===== src/rtl/twiPkg.sv =====
package twiPkg;
  typedef enum logic [2:0] {
    ST_IDLE,
    ST_RECV,
    ST_ACK,
    ST_SEND,
    ST_MACK
  } twiState_e;

  typedef enum logic [1:0] {
    K_DEV,
    K_WADDR,
    K_WDATA
  } byteKind_e;

  typedef struct packed {
    logic shiftIn;
    logic loadAddr;
    logic writeByte;
    logic readByte;
    logic shiftOut;
  } dpCtrl_t;
endpackage


===== src/rtl/twiDatapath.sv =====
module twiDatapath
  import twiPkg::*;
#(
  parameter int DATA_W = 8,
  parameter int PAGE_W = 3,
  parameter int STRAP_W = 3,
  parameter int PREFIX_W = 4,
  parameter logic [PREFIX_W-1:0] DEV_PREFIX = 4'b1010
) (
  input  logic               clk,
  input  logic               rstN,
  input  logic               sclIn,
  input  logic               sdaIn,
  input  logic [STRAP_W-1:0] strapPins,
  input  dpCtrl_t            ctl,
  output logic               sclLvl,
  output logic               sclRise,
  output logic               sclFall,
  output logic               startEv,
  output logic               stopEv,
  output logic               sdaNow,
  output logic               devMatch,
  output logic               devRead,
  output logic               txBit,
  output logic [DATA_W-1:0]  memAddr,
  output logic [DATA_W-1:0]  memWrData,
  output logic               memWrEn,
  output logic               memRdEn,
  input  logic [DATA_W-1:0]  memRdData
);
  localparam int HI_W = DATA_W - PAGE_W;

  logic [1:0] sclSync, sdaSync;
  logic sclPrev, sdaPrev;
  logic [DATA_W-1:0] rxShift, txShift, addrCnt;

  always_ff @(posedge clk) begin
    if (!rstN) begin
      sclSync <= 2'b11;
      sdaSync <= 2'b11;
      sclPrev <= 1'b1;
      sdaPrev <= 1'b1;
    end else begin
      sclSync <= {sclSync[0], sclIn};
      sdaSync <= {sdaSync[0], sdaIn};
      sclPrev <= sclSync[1];
      sdaPrev <= sdaSync[1];
    end
  end

  assign sclLvl  = sclSync[1];
  assign sdaNow  = sdaSync[1];
  assign sclRise = sclLvl & ~sclPrev;
  assign sclFall = ~sclLvl & sclPrev;
  assign startEv = sclLvl & sclPrev & sdaPrev & ~sdaNow;
  assign stopEv  = sclLvl & sclPrev & ~sdaPrev & sdaNow;

  always_ff @(posedge clk) begin
    if (!rstN) begin
      rxShift <= '0;
      txShift <= '1;
      addrCnt <= '0;
    end else begin
      if (ctl.shiftIn) rxShift <= {rxShift[DATA_W-2:0], sdaNow};
      if (ctl.readByte) txShift <= memRdData;
      else if (ctl.shiftOut) txShift <= {txShift[DATA_W-2:0], 1'b1};
      if (ctl.loadAddr) addrCnt <= rxShift;
      else if (ctl.writeByte)
        addrCnt <= {addrCnt[DATA_W-1:PAGE_W], addrCnt[PAGE_W-1:0] + 1'b1};
      else if (ctl.readByte) addrCnt <= addrCnt + 1'b1;
    end
  end

  assign devMatch = (rxShift[DATA_W-1 -: PREFIX_W] == DEV_PREFIX) &&
                    (rxShift[STRAP_W:1] == strapPins);
  assign devRead   = rxShift[0];
  assign txBit     = txShift[DATA_W-1];
  assign memAddr   = addrCnt;
  assign memWrData = rxShift;
  assign memWrEn   = ctl.writeByte;
  assign memRdEn   = ctl.readByte;


  page_wrap_chk: assert property (@(posedge clk) disable iff (!rstN)
    ctl.writeByte |=> (addrCnt[DATA_W-1:PAGE_W] == $past(addrCnt[DATA_W-1:PAGE_W])) &&
                      (addrCnt[PAGE_W-1:0] == PAGE_W'($past(addrCnt[PAGE_W-1:0]) + 1'b1)));


  read_inc_chk: assert property (@(posedge clk) disable iff (!rstN)
    ctl.readByte |=> addrCnt == DATA_W'($past(addrCnt) + 1'b1));


  hold_hi_chk: assert property (@(posedge clk) disable iff (!rstN)
    (!ctl.loadAddr && !ctl.readByte) |=> addrCnt[DATA_W-1:PAGE_W] == $past(addrCnt[DATA_W-1:PAGE_W]));

  logic unusedHi;
  assign unusedHi = ^HI_W;
endmodule


===== src/rtl/twiCtrl.sv =====
module twiCtrl
  import twiPkg::*;
#(
  parameter int DATA_W = 8
) (
  input  logic    clk,
  input  logic    rstN,
  input  logic    sclLvl,
  input  logic    sclRise,
  input  logic    sclFall,
  input  logic    startEv,
  input  logic    stopEv,
  input  logic    sdaNow,
  input  logic    devMatch,
  input  logic    devRead,
  input  logic    txBit,
  output dpCtrl_t ctl,
  output logic    sdaOe
);
  localparam int CNT_W = $clog2(DATA_W + 1);
  localparam logic [CNT_W-1:0] FULL = CNT_W'(DATA_W);
  localparam logic [CNT_W-1:0] LAST = CNT_W'(DATA_W - 1);

  twiState_e state;
  byteKind_e kind;
  logic [CNT_W-1:0] bitCnt;
  logic readDir, mAckLow;
  logic byteDone;

  assign byteDone = (state == ST_RECV) && sclFall && (bitCnt == FULL);

  always_comb begin
    ctl = '0;
    ctl.shiftIn   = (state == ST_RECV) && sclRise && (bitCnt < FULL);
    ctl.loadAddr  = byteDone && (kind == K_WADDR);
    ctl.writeByte = byteDone && (kind == K_WDATA);
    ctl.readByte  = ((state == ST_ACK) && sclFall && (kind == K_DEV) && readDir) ||
                    ((state == ST_MACK) && sclFall && mAckLow);
    ctl.shiftOut  = (state == ST_SEND) && sclFall && (bitCnt != LAST);
  end

  always_ff @(posedge clk) begin
    if (!rstN) begin
      state   <= ST_IDLE;
      kind    <= K_DEV;
      bitCnt  <= '0;
      readDir <= 1'b0;
      mAckLow <= 1'b0;
    end else if (startEv) begin
      state  <= ST_RECV;
      kind   <= K_DEV;
      bitCnt <= '0;
    end else if (stopEv) begin
      state <= ST_IDLE;
    end else begin
      case (state)
        ST_RECV: begin
          if (sclRise && bitCnt < FULL) bitCnt <= bitCnt + 1'b1;
          if (byteDone) begin
            if (kind != K_DEV) state <= ST_ACK;
            else if (devMatch) begin
              state   <= ST_ACK;
              readDir <= devRead;
            end else state <= ST_IDLE;
          end
        end
        ST_ACK: begin
          if (sclFall) begin
            bitCnt <= '0;
            if (kind == K_DEV && readDir) state <= ST_SEND;
            else begin
              state <= ST_RECV;
              kind  <= (kind == K_DEV) ? K_WADDR : K_WDATA;
            end
          end
        end
        ST_SEND: begin
          if (sclFall) begin
            if (bitCnt == LAST) state <= ST_MACK;
            else bitCnt <= bitCnt + 1'b1;
          end
        end
        ST_MACK: begin
          if (sclRise) mAckLow <= ~sdaNow;
          if (sclFall) begin
            bitCnt <= '0;
            state  <= mAckLow ? ST_SEND : ST_IDLE;
          end
        end
        default: state <= ST_IDLE;
      endcase
    end
  end

  assign sdaOe = (state == ST_ACK) || ((state == ST_SEND) && !txBit);


  oe_low_scl_chk: assert property (@(posedge clk) disable iff (!rstN)
    !$stable(sdaOe) |-> !sclLvl);


  stop_idle_chk: assert property (@(posedge clk) disable iff (!rstN)
    (stopEv && !startEv) |=> state == ST_IDLE);


  start_restart_chk: assert property (@(posedge clk) disable iff (!rstN)
    startEv |=> (state == ST_RECV && kind == K_DEV && bitCnt == '0));


  nomatch_chk: assert property (@(posedge clk) disable iff (!rstN)
    (byteDone && kind == K_DEV && !devMatch && !startEv && !stopEv) |=> state == ST_IDLE);


  one_strobe_chk: assert property (@(posedge clk) disable iff (!rstN)
    !(ctl.writeByte && ctl.readByte));
endmodule


===== src/rtl/twiMemSlave.sv =====
module twiMemSlave
  import twiPkg::*;
#(
  parameter int DATA_W = 8,
  parameter int PAGE_W = 3,
  parameter int STRAP_W = 3
) (
  input  logic               clk,
  input  logic               rstN,
  input  logic               sclIn,
  input  logic               sdaIn,
  input  logic [STRAP_W-1:0] strapPins,
  output logic               sdaOe,
  output logic [DATA_W-1:0]  memAddr,
  output logic [DATA_W-1:0]  memWrData,
  output logic               memWrEn,
  output logic               memRdEn,
  input  logic [DATA_W-1:0]  memRdData
);
  dpCtrl_t ctl;
  logic sclLvl, sclRise, sclFall, startEv, stopEv, sdaNow;
  logic devMatch, devRead, txBit;

  twiDatapath #(.DATA_W(DATA_W), .PAGE_W(PAGE_W), .STRAP_W(STRAP_W)) dp (
    .clk(clk), .rstN(rstN), .sclIn(sclIn), .sdaIn(sdaIn), .strapPins(strapPins),
    .ctl(ctl), .sclLvl(sclLvl), .sclRise(sclRise), .sclFall(sclFall),
    .startEv(startEv), .stopEv(stopEv), .sdaNow(sdaNow), .devMatch(devMatch),
    .devRead(devRead), .txBit(txBit), .memAddr(memAddr), .memWrData(memWrData),
    .memWrEn(memWrEn), .memRdEn(memRdEn), .memRdData(memRdData)
  );

  twiCtrl #(.DATA_W(DATA_W)) ctrl (
    .clk(clk), .rstN(rstN), .sclLvl(sclLvl), .sclRise(sclRise), .sclFall(sclFall),
    .startEv(startEv), .stopEv(stopEv), .sdaNow(sdaNow), .devMatch(devMatch),
    .devRead(devRead), .txBit(txBit), .ctl(ctl), .sdaOe(sdaOe)
  );
endmodule


===== config.mk =====
export PLATFORM = sky130hd
export DESIGN_NAME = twiMemSlave
export DESIGN_NICKNAME = d
export VERILOG_FILES = /design/src/rtl/twiPkg.sv /design/src/rtl/twiDatapath.sv /design/src/rtl/twiCtrl.sv /design/src/rtl/twiMemSlave.sv
export SDC_FILE = /design/constraint.sdc
export NUM_CORES = 1
export LEC_CHECK = 0
export BUFFER_PORTS_ARGS = -buffer_cell sky130_fd_sc_hd__buf_2
export CAP_MARGIN = 30
export CORE_MARGIN = 2
export CORE_UTILIZATION = 29
export DETAILED_ROUTE_END_ITERATION = 10
export GPL_TIMING_DRIVEN = 0
export HOLD_SLACK_MARGIN = 0.02
export PLACE_DENSITY = 0.52
export SLEW_MARGIN = 20
export SYNTH_ARGS = -nofsm -noshare
export SYNTH_HDL_FRONTEND = slang
export SYNTH_SLANG_ARGS = --single-unit

===== constraint.sdc =====
create_clock -name clk -period 2.7 [get_ports clk]
set_input_delay 0.405 -clock clk [delete_from_list [all_inputs] [get_ports clk]]
set_output_delay 0.405 -clock clk [all_outputs]
set_load 0.05 [all_outputs]

==> metrics list, run 1 <==
- Reg clk slew, reported paths: 0.08 ns
- Number of synthesis warnings: 0
- NumNets Final: slightly above 300
* Cell area after synthesis: about 2100 µm²
* Most common cell after layout, fill and taps aside: sky130_fd_sc_hd__dfxtp_1
- Number of storage elements in the synthesis netlist: slightly above 40
- The die is 88.7 µm tall.
* CTS tree: done
* Post-synthesis compound-gate area fraction: 0.180
* Number of DRC markers after the initial detailed-route iteration: slightly below 100
* DPL Wire Length: 3730 µm
- Crit end category: register
* Post-Route Setup TNS: 0 ns
- Setup violators final: 0
* EDFF count, synth: 0
- In this run the worst path has a maximum fanout of 10.
- Proportion of register bits with asynchronous set or reset after synthesis: 0
* Clock share of power: 0.382
- The share of synthesized area in the top cell type comes to 0.394.
- Total Routed Length: 5250 µm
- Most frequent cells in the layout: 41 x sky130_fd_sc_hd__dfxtp_1, 32 x sky130_fd_sc_hd__buf_2, 25 x sky130_fd_sc_hd__nand2_1, 25 x sky130_fd_sc_hd__nor2_1, 13 x sky130_fd_sc_hd__a21oi_1
* Total Die Area: between 7000 and 8000 µm²
* Max-Slew Margin vs Limit: 0.574
* Starting density of the core: 0.303
- In the finished design, the share of the clock period the worst path needs comes to 0.964.
- Based on the critical path, the design can be clocked at up to around 380 MHz.
* Cell taking the most area after synthesis: sky130_fd_sc_hd__dfxtp_1
* Ratio of cells with drive above 1 in the final layout: 0.189
* Fill cell total of the finished layout: between 700 and 800
* Count of nets left with antenna violations after detail routing: 0
* I/O pin cnt: 34
- Buffer cell driving the clock tree root: sky130_fd_sc_hd__clkbuf_8
- Synthesis produced roughly 240 cells.
- Internal power of the cells: 0.000829 W
- A synthesized cell averages between 8 and 9 µm².
- Synth Flop Type: sky130_fd_sc_hd__dfxtp_1
- The count of final hold-check violations came to 0.
- Of the total power, the share spent switching nets is 0.220.
- Of the total synthesized cell area, the portion taken by AND, OR, NAND and NOR gates is 0.265.
- For this run, the total global-route usage over all layers was measured as 0.140.
- By startpoint and endpoint, the worst setup path is classified as register to register.
- Detailed-route via count: 1,903
- The smallest clock period supported by the final layout is computed as 2.60 ns.
- The finished layout holds roughly 380 standard cells, fillers aside.
* Synthesized-area fraction occupied by xor and xnor cells: 0.0421
- Logic pwr share: 0.043
- Power spread over the standard cell area amounts to 422 nW/µm².
- In this run the power spent charging and discharging nets is 0.000234 W.
- Die width: just under 90 µm
- Overall power consumption after layout is estimated at between 0.001 and 0.0015 W.
* Pre-Repair DR Iteration Count: 4
- The later pin in the worst-skew pair is clocked with a latency of slightly below 0.3 ns.
- Residual overflow from global routing: 0
* Port Buffers: 32
- Antenna diodes: 0
- Deepest level of the CTS H-tree: 2
- Summed over all cells, the static leakage comes to roughly 1.1 nW.
- Sequential share of the synthesized area: 0.394
- The via count of the first global-routing pass was 1,668.
- Of the total synthesized cell area, the portion taken by full adders, half adders and majority gates is 0.0180.
* Worst-Margin Slew: between 0.6 and 0.7 ns
- For the worst setup path, the data arrival time is approximately 2.8 ns.
- First-pass GRT wire length: 8490 µm
- Largest clock skew in the final design: ~0.0046 ns
* Status: completed
* Distinct cell type count after synthesis: 46
- Cells taking the most area after synthesis: sky130_fd_sc_hd__dfxtp_1 39%, sky130_fd_sc_hd__mux2i_1 5.3%, sky130_fd_sc_hd__nand2_1 4.5%
- From synthesis to final layout, the design area changed by 20.9%.
* CP Launch Type: register
- Across the whole layout, storage elements account for roughly 820 µm².
- Largest net degree at the start of global routing: 12
- The share of total power dissipated in sequential elements is 0.575.
- Using the TritonRoute via totals, the vias-per-cell ratio works out to roughly 5.
* DP Cell Count: approximately 370
- Data on the critical path is required at its endpoint by just under 3 ns.
- Routability-driven placement finished with a final weighted congestion of roughly 0.76.
* Max-capacitance violation count: 0
- In the routed design, unresolved DRC markers number 0.
* Row cnt: 30
* Sink count of the clock tree: 41
- After detailed routing, the average wire length per cell comes to 13.8 µm.
* TritonCTS buffer count: 5
- After floorplanning, the core was sized to cover approximately 6900 µm².
- Antenna violations before repair: 0
* Mux share of post-synthesis cell area: 0.0529
- Type of the most critical hold path: primary input to register
- By area, the combinational part of the netlist is dominated by simple AND/OR/NAND/NOR gates.
- Max Slew Vio Count: 0
- VDD sags by at most around 0.19 mV.
* Worst-case clock buffer depth: 2
- Synthesis produced a netlist with a net count of approximately 260.
- In the final layout, the multi-input gates occupy between 1000 and 1500 µm².
==> metrics by stage <==
step / utilization / cell area (µm²) / hold slack, ns / worst slack [ns]
4_1_cts: 0.361 / 2480 / 0.281 / 0.0118
5_1_grt: 0.366 / 2520 / 0.283 / -0.0200
3_3_place_gp: 0.345 / 2370 / 0.392 / -0.314
6_report: 0.366 / 2520 / 0.284 / 0.0981
2_1_floorplan: - / 2090 / 0.386 / 0.191
3_5_place_dp: 0.345 / 2370 / 0.400 / -0.277
==> cell families after synthesis <==
logic type,after synthesis
xor+xnor,10
simple gates,104
compound gates,53
fa+ha+maj,3
flops,41
mux,11
buf+inv,21
==> cells in the mapped netlist, types with 3 or more instances <==
cell type,n
sky130_fd_sc_hd__clkbuf_1,12
sky130_fd_sc_hd__nor3b_1,3
sky130_fd_sc_hd__nor2_1,25
sky130_fd_sc_hd__mux2i_1,11
sky130_fd_sc_hd__o22ai_1,6
sky130_fd_sc_hd__nand3b_1,4
sky130_fd_sc_hd__ha_1,3
sky130_fd_sc_hd__o21ai_0,9
sky130_fd_sc_hd__a21oi_1,13
sky130_fd_sc_hd__nand2b_1,8
sky130_fd_sc_hd__xor2_1,5
sky130_fd_sc_hd__inv_1,5
sky130_fd_sc_hd__nand3_1,5
sky130_fd_sc_hd__dfxtp_1,41
sky130_fd_sc_hd__o311a_1,6
sky130_fd_sc_hd__nor3_1,10
sky130_fd_sc_hd__nor2b_1,5
sky130_fd_sc_hd__nand2_1,25
sky130_fd_sc_hd__a221o_1,7
sky130_fd_sc_hd__xnor2_1,5
sky130_fd_sc_hd__nand4_1,3
==> critical path, stage by stage (launching register included) <==
cell and delay (ns):
sky130_fd_sc_hd__dfxtp_1 0.32, sky130_fd_sc_hd__buf_6 0.14, sky130_fd_sc_hd__or3b_4 0.41, sky130_fd_sc_hd__or4b_4 0.53, sky130_fd_sc_hd__buf_6 0.17, sky130_fd_sc_hd__a211o_4 0.37
sky130_fd_sc_hd__or4b_1 0.47, sky130_fd_sc_hd__a21oi_1 0.13
==> sequential cells by signal, indices dropped and copies added (netlist names) <==
register      flops
ctrl.bitCnt       4
ctrl.kind         2
ctrl.mAckLow      1
ctrl.readDir      1
ctrl.state        3
dp.memAddr        8
dp.memWrData      8
dp.sclPrev        1
dp.sclSync        2
dp.sdaPrev        1
dp.sdaSync        2
dp.txShift        8
==> per-layer routing <==
metal	track usage	share of wire
met1	0.191	0.48
met2	0.220	0.47
met3	0.0308	0.040
met4	0.0455	0.011
met5	0	0
==> power groups by stage <==
stage	Sequential [W]	Clock (W)	Combinational (W)
2_1_floorplan	0.000624	0	0.0000253
3_3_place_gp	0.000625	0	0.0000444
3_5_place_dp	0.000625	0	0.0000446
4_1_cts	0.000611	0.000423	0.0000450
5_1_grt	0.000612	0.000452	0.0000503
6_report	0.000611	0.000406	0.0000453
==> timing repair <==
item	CTS	global route
endpoints found under the setup margin	4	3
pin swaps	0	1
hold buffers	0	0
gates resized for setup	5	6
buffers inserted	0	3
==> final timing paths <==
kind | startpoint | end | slack, ns | depth (start not counted)
setup / recovery | ctrl.state[1] | ctrl.bitCnt[2] | 0.1 | 7
hold / removal | sdaIn | dp.sdaSync[0] | 0.28 | 2
hold reg to reg | dp.sclSync[0] | dp.sclSync[1] | 0.42 | 1
setup reg to reg | ctrl.state[1] | ctrl.bitCnt[2] | 0.1 | 7
==> layout make-up <==
class | instances | area share
Multi-Input combinational cell | 181 | 0.478
Sequential cell | 41 | 0.326
Timing Repair Buffer | 36 | 0.0756
Tap cell | 96 | 0.0477
Clock buffer | 7 | 0.0343
Buffer | 15 | 0.0308
Inverter | 5 | 0.00746
(Power assumes the default switching activity.)
==> run 2, diff against run 1 <==
SETUP_SLACK_MARGIN = 0.1   (was default)
clock period = 3.38 ns   (was 2.7 ns; I/O delays follow)
==> metrics list, run 2 (synthesis results as in run 1) <==
* Most common cell after layout, fill and taps aside: sky130_fd_sc_hd__dfxtp_1
* DPL Wire Length: 3780 µm (+1.3%)
- Broken down by cell family, the worst path's largest delay share belongs to simple AND/OR/NAND/NOR gates.
- Capture point of the worst reg-to-reg path: ctrl.bitCnt[2]
* Reported leakage power: 1.08 nW (-2.4%)
- CTS tree: done
- The critical path starts at ctrl.state[0].
- Worst path buffer plus inverter count: 2 (unchanged)
- Worst-case clock buffer depth: 2 (unchanged)
* Crit path max-delay cell type: sky130_fd_sc_hd__nor3b_1
- The core occupancy in the finished layout came to 0.357 (-0.00929).
* Slowest Stage Delay on Critical Path: 0.64 ns (+0.11 ns)
- Summed area of non-filler cells in the final layout: 2450 µm² (-2.5%)
* Total track usage: 0.147 (+0.00630)
- Worst setup endpoint: memWrEn
- Pre-Repair DR Iteration Count: 4 (unchanged)
- Required time of the worst setup path: 2.87 ns (-0.05 ns)
- The highest fanout seen on the critical path was 10 (unchanged).
- The combinational share of power is 0.043 (about the same).
* Total Die Area: 7870 µm² (unchanged)
- The DRC violation count after routing was 0 (unchanged).
- Clock share of power: 0.367 (-0.015)
- Vias in the first global route: 1,779 (+6.7%)
* Total power per unit cell area: 337 nW/µm² (-20%)
* Starting density of the core: 0.303 (unchanged)
- Antenna diodes: 0 (unchanged)
- Worst path depth: 5 (-2)
* Die outline height: 88.7 µm (unchanged)
- The CTS buffer count came to 5 (unchanged).
- The final cell count without fillers was 380 (-0.26%).
- Area of the core: 6870 µm² (unchanged)
- The number of placement rows is 30 (unchanged).
* Die width: 88.7 µm (unchanged)
- Sw Share: 0.219 (-0.00107)
- Period Utilization, post-route: 0.913
- CP Launch Type: register
- Reg-to-Reg Start: ctrl.state[1]
- I/O pin cnt: 34 (unchanged)
* NumNets Final: 301 (-0.66%)
* Reg clk slew, reported paths: 0.07 ns (about the same)
- The tree is rooted in a sky130_fd_sc_hd__clkbuf_8.
- Placement-stage cell area: 2370 µm² (-0.26%)
- The count of nets left with antenna violations after detail routing is 0 (unchanged).
- First-pass GRT wire length: 8890 µm (+4.7%)
- The count of final hold-check violations was 0 (unchanged).
- Critical path start-end classification: register to primary output
- Clock Latency Late Sink: 0.28 ns (about the same)
* Max Slew Vio Count: 0 (unchanged)
- The via total after detailed routing is 1,890 (-0.68%).
- The initial antenna violation count is 0 (unchanged).
- The remaining max-slew budget at the tightest pin was 0.532 (-0.0411).
- Largest net degree at the start of global routing: 12 (unchanged)
* Number of DRC markers after the initial detailed-route iteration: 79 (-19%)
- Crit end category: primary output
- DP Cell Count: 372 (unchanged)
* Internal power of the cells: 0.000646 W (-22%)
* Residual overflow from global routing: 0 (unchanged)
- Routability cong.: 0.755 (-0.71%)
- The total of max-cap violations was 0 (unchanged).
- The sum of negative setup slack is 0 ns (unchanged).
- Largest clock skew in the final design: 0.00352 ns (-0.00112 ns)
* Chain of cells forming the critical path: clkbuf_1, nor3b_1, nand2_1, nor4b_1, buf_2
- The routed wire length came to 5300 µm (+0.93%).
- RSZ-0062 raised after global routing: false
- Area growth, synth to finish: 17.9%
* Port Buffers: 32 (unchanged)
* Critical path data arrival time: 2.58 ns (-0.25 ns)
- Timing would allow up to roughly 320 MHz.
- Wire length per cell: 14.0 µm (+1.2%)
* Depth of the most critical reg-to-reg path: 7 (unchanged)
- Status: completed
- Share of power burned in registers: 0.590 (+0.015)
* R2r setup slk: 0.79 ns (+0.69 ns)
- Ratio of routed vias to standard cells: 4.97 (-0.42%)
* Deepest level of the CTS H-tree: 2 (unchanged)
- Peak supply drop: 0.162 mV (-15%)
- The buffers inserted during post-CTS setup optimization is 0 (unchanged).
- Fin crit period: about 3.1 ns
* Type of the most critical hold path: primary input to register
- The pin slew with the least headroom to its limit came to 0.700 ns (+0.0650 ns).
* Switching pwr: 0.000181 W (-23%)
- The share of layout cells above drive strength 1 came to 0.158 (-0.0310).
- Setup violators final: 0 (unchanged)
- The top cell types in the final layout, fill and taps aside, are 41 x sky130_fd_sc_hd__dfxtp_1, 33 x sky130_fd_sc_hd__buf_2, 25 x sky130_fd_sc_hd__nand2_1, 25 x sky130_fd_sc_hd__nor2_1, 14 x sky130_fd_sc_hd__clkbuf_1.
- The number of sinks handled by clock tree synthesis came to 41 (unchanged).
[run 2: worst reg2reg max path, delay by kind of cell, from the launching register on]
family / cells / cell delay (ns)
compound gates: 2 / 0.48
simple gates: 3 / 1.43
buf+inv: 2 / 0.30
flops: 1 / 0.31
[run 2: worst min path at each step]
stage	from	end	slack, ns	cells past startpoint
floorplan	dp.sclSync[0]	dp.sclSync[1]	0.39	1
global placement	dp.sdaSync[0]	dp.sdaSync[1]	0.39	1
detailed placement	dp.sdaSync[0]	dp.sdaSync[1]	0.40	1
CTS	sclIn	dp.sclSync[0]	0.38	2
global route	sclIn	dp.sclSync[0]	0.39	2
finish	sclIn	dp.sclSync[0]	0.40	2
[run 2: through the flow]
stage | hold slack (ns) | setup WS, ns | power (W)
after floorplan | 0.386 | 0.138 | 0.000519
final | 0.398 | 0.293 | 0.000827
after global routing | 0.388 | 0.101 | 0.000872
after global placement | 0.392 | 0.258 | 0.000535
after detailed placement | 0.397 | 0.285 | 0.000535
after CTS | 0.383 | 0.211 | 0.000848
[run 2: layout make-up]
class | count | area (µm²)
clock buffer | 8 | 80.1
tap | 96 | 120
buffer | 16 | 80.1
inverter | 5 | 18.8
fill | 730 | 4420
multi-input combinational | 181 | 1170
timing repair buffer | 33 | 165
sequential | 41 | 821
[run 2: power by group through the flow]
stage | combinational [W] | clock (W) | sequential, W
floorplan | 0.0000202 | 0 | 0.000499
global placement | 0.0000355 | 0 | 0.000499
detailed placement | 0.0000358 | 0 | 0.000499
CTS | 0.0000359 | 0.000324 | 0.000488
global route | 0.0000395 | 0.000344 | 0.000489
finish | 0.0000353 | 0.000304 | 0.000488
[run 2: per-layer routing]
metal,global-route usage,part of all wire
met4,0.0455,0.0040
met1,0.194,0.50
met5,0,0
met3,0.0336,0.030
met2,0.237,0.47
[run 2: timing repair]
item | CTS | global route
hold buffers | 0 | 0
pin swaps | 0 | 0
cloned | 0 | 0
gates resized for setup | 1 | 2
setup endpoints to repair | 1 | 1
==> run 3, diff against run 2 <==
ABC_AREA = 1   (was default)
BUFFER_PORTS_ARGS = -buffer_cell sky130_fd_sc_hd__buf_4   (was -buffer_cell sky130_fd_sc_hd__buf_2)
PLACE_DENSITY = 0.51   (was 0.52)
==> metrics list, run 3 <==
* Top fanout value on the critical path: 10 (unchanged)
- Buffer cell driving the clock tree root: sky130_fd_sc_hd__clkbuf_8
* Area growth, synth to finish: 23.4%
* I/O pin cnt: 34 (unchanged)
- Wire length per cell: 10.8 µm (-23%)
* Number of synthesis warnings: 0 (unchanged)
- The sum of negative setup slack was 0 ns (unchanged).
* Worst-Margin Slew: 0.454 ns (-0.246 ns)
- The number of input and output port buffers inserted is 33 (+3.1%).
- Maximum achievable frequency: 459 MHz (+42%)
- Type of the most critical hold path: primary input to register
- Summed over all instances, the cell type with the most area after synthesis is sky130_fd_sc_hd__dfxtp_1.
* Pre-Repair DR Iteration Count: 4 (unchanged)
* Deepest level of the CTS H-tree: 2 (unchanged)
* Crit path max-delay cell type: sky130_fd_sc_hd__dfxtp_1
* Required time of the worst setup path: 2.87 ns (about the same)
* Most used standard cell by instance count after synthesis: sky130_fd_sc_hd__nand2_1
- Cts hold-fix bufs: 0 (unchanged)
* Ratio of routed vias to standard cells: 4.36 (-12%)
* Synth Flop Type: sky130_fd_sc_hd__dfxtp_1
- The effective utilization at floorplan came to 0.298 (-0.00500).
- Status: completed
* Pre-CTS worst setup slack: 1.51 ns (+1.22 ns)
- The area share of the largest cell type after synthesis came to 0.380 (-0.0146).
- The number of setup violations in the final report was 0 (unchanged).
- Commonest cells in the netlist: 59 x sky130_fd_sc_hd__nand2_1, 56 x sky130_fd_sc_hd__nor2_1, 41 x sky130_fd_sc_hd__dfxtp_1, 41 x sky130_fd_sc_hd__inv_1, 33 x sky130_fd_sc_hd__o21ai_0
- The initial detailed-routing violation count was 64 (-19%).
- The remaining max-slew budget at the tightest pin is 0.698 (+0.165).
* Delay-heaviest family, CP: buffers and inverters
* CTS tree: done
* TritonCTS buffer count: 5 (unchanged)
* Average cell area after synthesis: 6.63 µm² (-23%)
- Crit end category: primary output
- Proportion of register bits with asynchronous set or reset after synthesis: 0 (unchanged)
* Chain of cells forming the critical path: inv_2, nand2_1, nor2_1, nand2_1, nand2_1, nand2_1, buf_6, inv_2, buf_4
- First-pass GRT wire length: 8740 µm (-1.7%)
- Residual overflow from global routing: 0 (unchanged)
- Largest clock skew in the final design: 0.00581 ns (+0.00229 ns)
- STA classifies the critical path startpoint as a register.
- The overall die width is 90.3 µm (+1.8%).
* Critical path data arrival time: 1.67 ns (-0.91 ns)
- Reported leakage power: 1.21 nW (+12%)
- The clock-pin slew reported for the worst setup and hold paths after clock tree synthesis is 0.08 ns (about the same).
* Worst path buffer plus inverter count: 4 (+2)
* Area of the core: 7250 µm² (+5.6%)
* Ratio of cells with drive above 1 in the final layout: 0.177 (+0.0187)
* Antenna violations before repair: 0 (unchanged)
* Total power per unit cell area: 383 nW/µm² (+14%)
* Most common cell after layout, fill and taps aside: sky130_fd_sc_hd__nand2_1
- The top cell types in the final layout, fill and taps aside, are 59 x sky130_fd_sc_hd__nand2_1, 56 x sky130_fd_sc_hd__nor2_1, 41 x sky130_fd_sc_hd__inv_1, 41 x sky130_fd_sc_hd__dfxtp_1, 34 x sky130_fd_sc_hd__buf_4.
- The worst setup path is of the register to primary output kind.
* Antenna diodes: 0 (unchanged)
- Largest net degree at the start of global routing: 14 (+2)
- The clock latency on the worst-skew pair came to 0.30 ns (+0.02 ns).
- Sink count of the clock tree: 41 (unchanged)
* Fin crit period: 2.18 ns (-0.909 ns)
* Final hold violation count: 0 (unchanged)
* Vias in the first global route: 1,921 (+8.0%)
- Post-synthesis net count: 344 (+32%)
- Hold slack final: 0.392 ns (-0.00678 ns)
* Post-synthesis cell count: 326 (+34%)
- Row cnt: 31 (+3.3%)
- The final count of pins violating max slew is 0 (unchanged).
- The die area was 8160 µm² (+3.7%).
- The sequential share of the synthesized area was 0.380 (-0.0146).
- Setup repair after global routing left no endpoint under its margin.
* Max-capacitance violation count: 0 (unchanged)
* DPL Wire Length: 3860 µm (+2.2%)
* Cell with the most instances on the worst path: sky130_fd_sc_hd__nand2_1
* Total track usage: 0.130 (-0.0170)
- Cells taking the most area after synthesis: sky130_fd_sc_hd__dfxtp_1 38%, sky130_fd_sc_hd__nand2_1 10%, sky130_fd_sc_hd__nor2_1 9.7%
* Number of storage elements in the synthesis netlist: 41 (unchanged)
- The netlist area before placement is 2160 µm² (+3.8%).
* Detailed-route via count: 2,032 (+7.5%)
- Count of nets left with antenna violations after detail routing: 0 (unchanged)
* Distinct cell type count after synthesis: 28 (-39%)
- The count of filler cells inserted in the layout came to 792 (+8.5%).
* NumNets Final: 384 (+28%)
- Setup slack of the critical path after layout: 1.20 ns (+0.909 ns)
* Slowest Stage Delay on Critical Path: 0.35 ns (-0.29 ns)
- Total Routed Length: 5030 µm (-5.2%)
- Resize count post-CTS: 0 (-1)
- Worst-case clock buffer depth: 2 (unchanged)
- Die outline height: 90.3 µm (+1.8%)
- The buffers inserted during post-CTS setup optimization was 0 (unchanged).
- EDFF count, synth: 0 (unchanged)
- The routability congestion estimate from global placement came to 0.837 (+11%).
* DRC violation count after routing: 0 (unchanged)
* Peak supply drop: 0.157 mV (-3.1%)
- Period Utilization, post-route: 0.644 (-0.269)
## run 3: changes by cell type after synthesis, sizes merged, moves of 12 or more
cell | previous run | this run
nor2 | 25 | 59
a21oi | 13 | 25
o21ai | 9 | 46
nand3 | 5 | 18
nand2 | 25 | 62
inv | 5 | 44
## run 3: cell families after synthesis
logic type / Yosys count / share of synthesized area
flip-flops: 41 / 0.380
AO/OA/AOI/OAI: 74 / 0.180
XOR/XNOR: 5 / 0.0203
buffers and inverters: 52 / 0.100
adder cells (fa/ha/maj): 3 / 0.0174
AND/OR/NAND/NOR: 151 / 0.303
## run 3: through the flow
stage | total power (W) | instance area, µm² | cells | util
finish | 0.00102 | 2670 | 466 | 0.368
floorplan | 0.000538 | 2160 | 326 | -
CTS | 0.00104 | 2670 | 466 | 0.368
detailed placement | 0.000562 | 2530 | 458 | 0.349
global placement | 0.000562 | 2530 | 458 | 0.349
global route | 0.00107 | 2670 | 466 | 0.368
## run 3: layout make-up
type | instances | area [µm²] | area share
multi-input combinational | 233 | 1120 | 0.421
sequential | 41 | 821 | 0.308
timing repair buffer | 33 | 248 | 0.0929
inverter | 45 | 170 | 0.0638
tap | 99 | 124 | 0.0465
clock buffer | 5 | 68.8 | 0.0258
clock inverter | 3 | 65.1 | 0.0244
buffer | 7 | 46.3 | 0.0174
## run 3: worst paths after layout
kind	from	to	slack (ns)	cells past startpoint
setup / recovery	ctrl.state[2]	memRdEn	1.20	9
hold / removal	sclIn	dp.sclSync[0]	0.39	2
setup reg to reg	ctrl.bitCnt[0]	dp.memAddr[5]	1.68	9
hold reg to reg	dp.sclSync[0]	dp.sclSync[1]	0.42	1
## run 3: power breakdown
group	internal, W	total (W)	switching, W	leakage (nW)
logic	0.0000244	0.0000580	0.0000336	0.814
clock network	0.000294	0.000471	0.000178	0.0681
registers	0.000488	0.000492	0.00000439	0.332
total	0.000806	0.00102	0.000216	1.21
## run 3: layer usage
layer | track usage | vias up | part of all wire
li1 | - | 1117 | -
met1 | 0.170 | 886 | 0.50
met2 | 0.205 | 21 | 0.45
met3 | 0.0242 | 8 | 0.023
met4 | 0.0641 | 0 | 0.019
met5 | 0 | - | 0
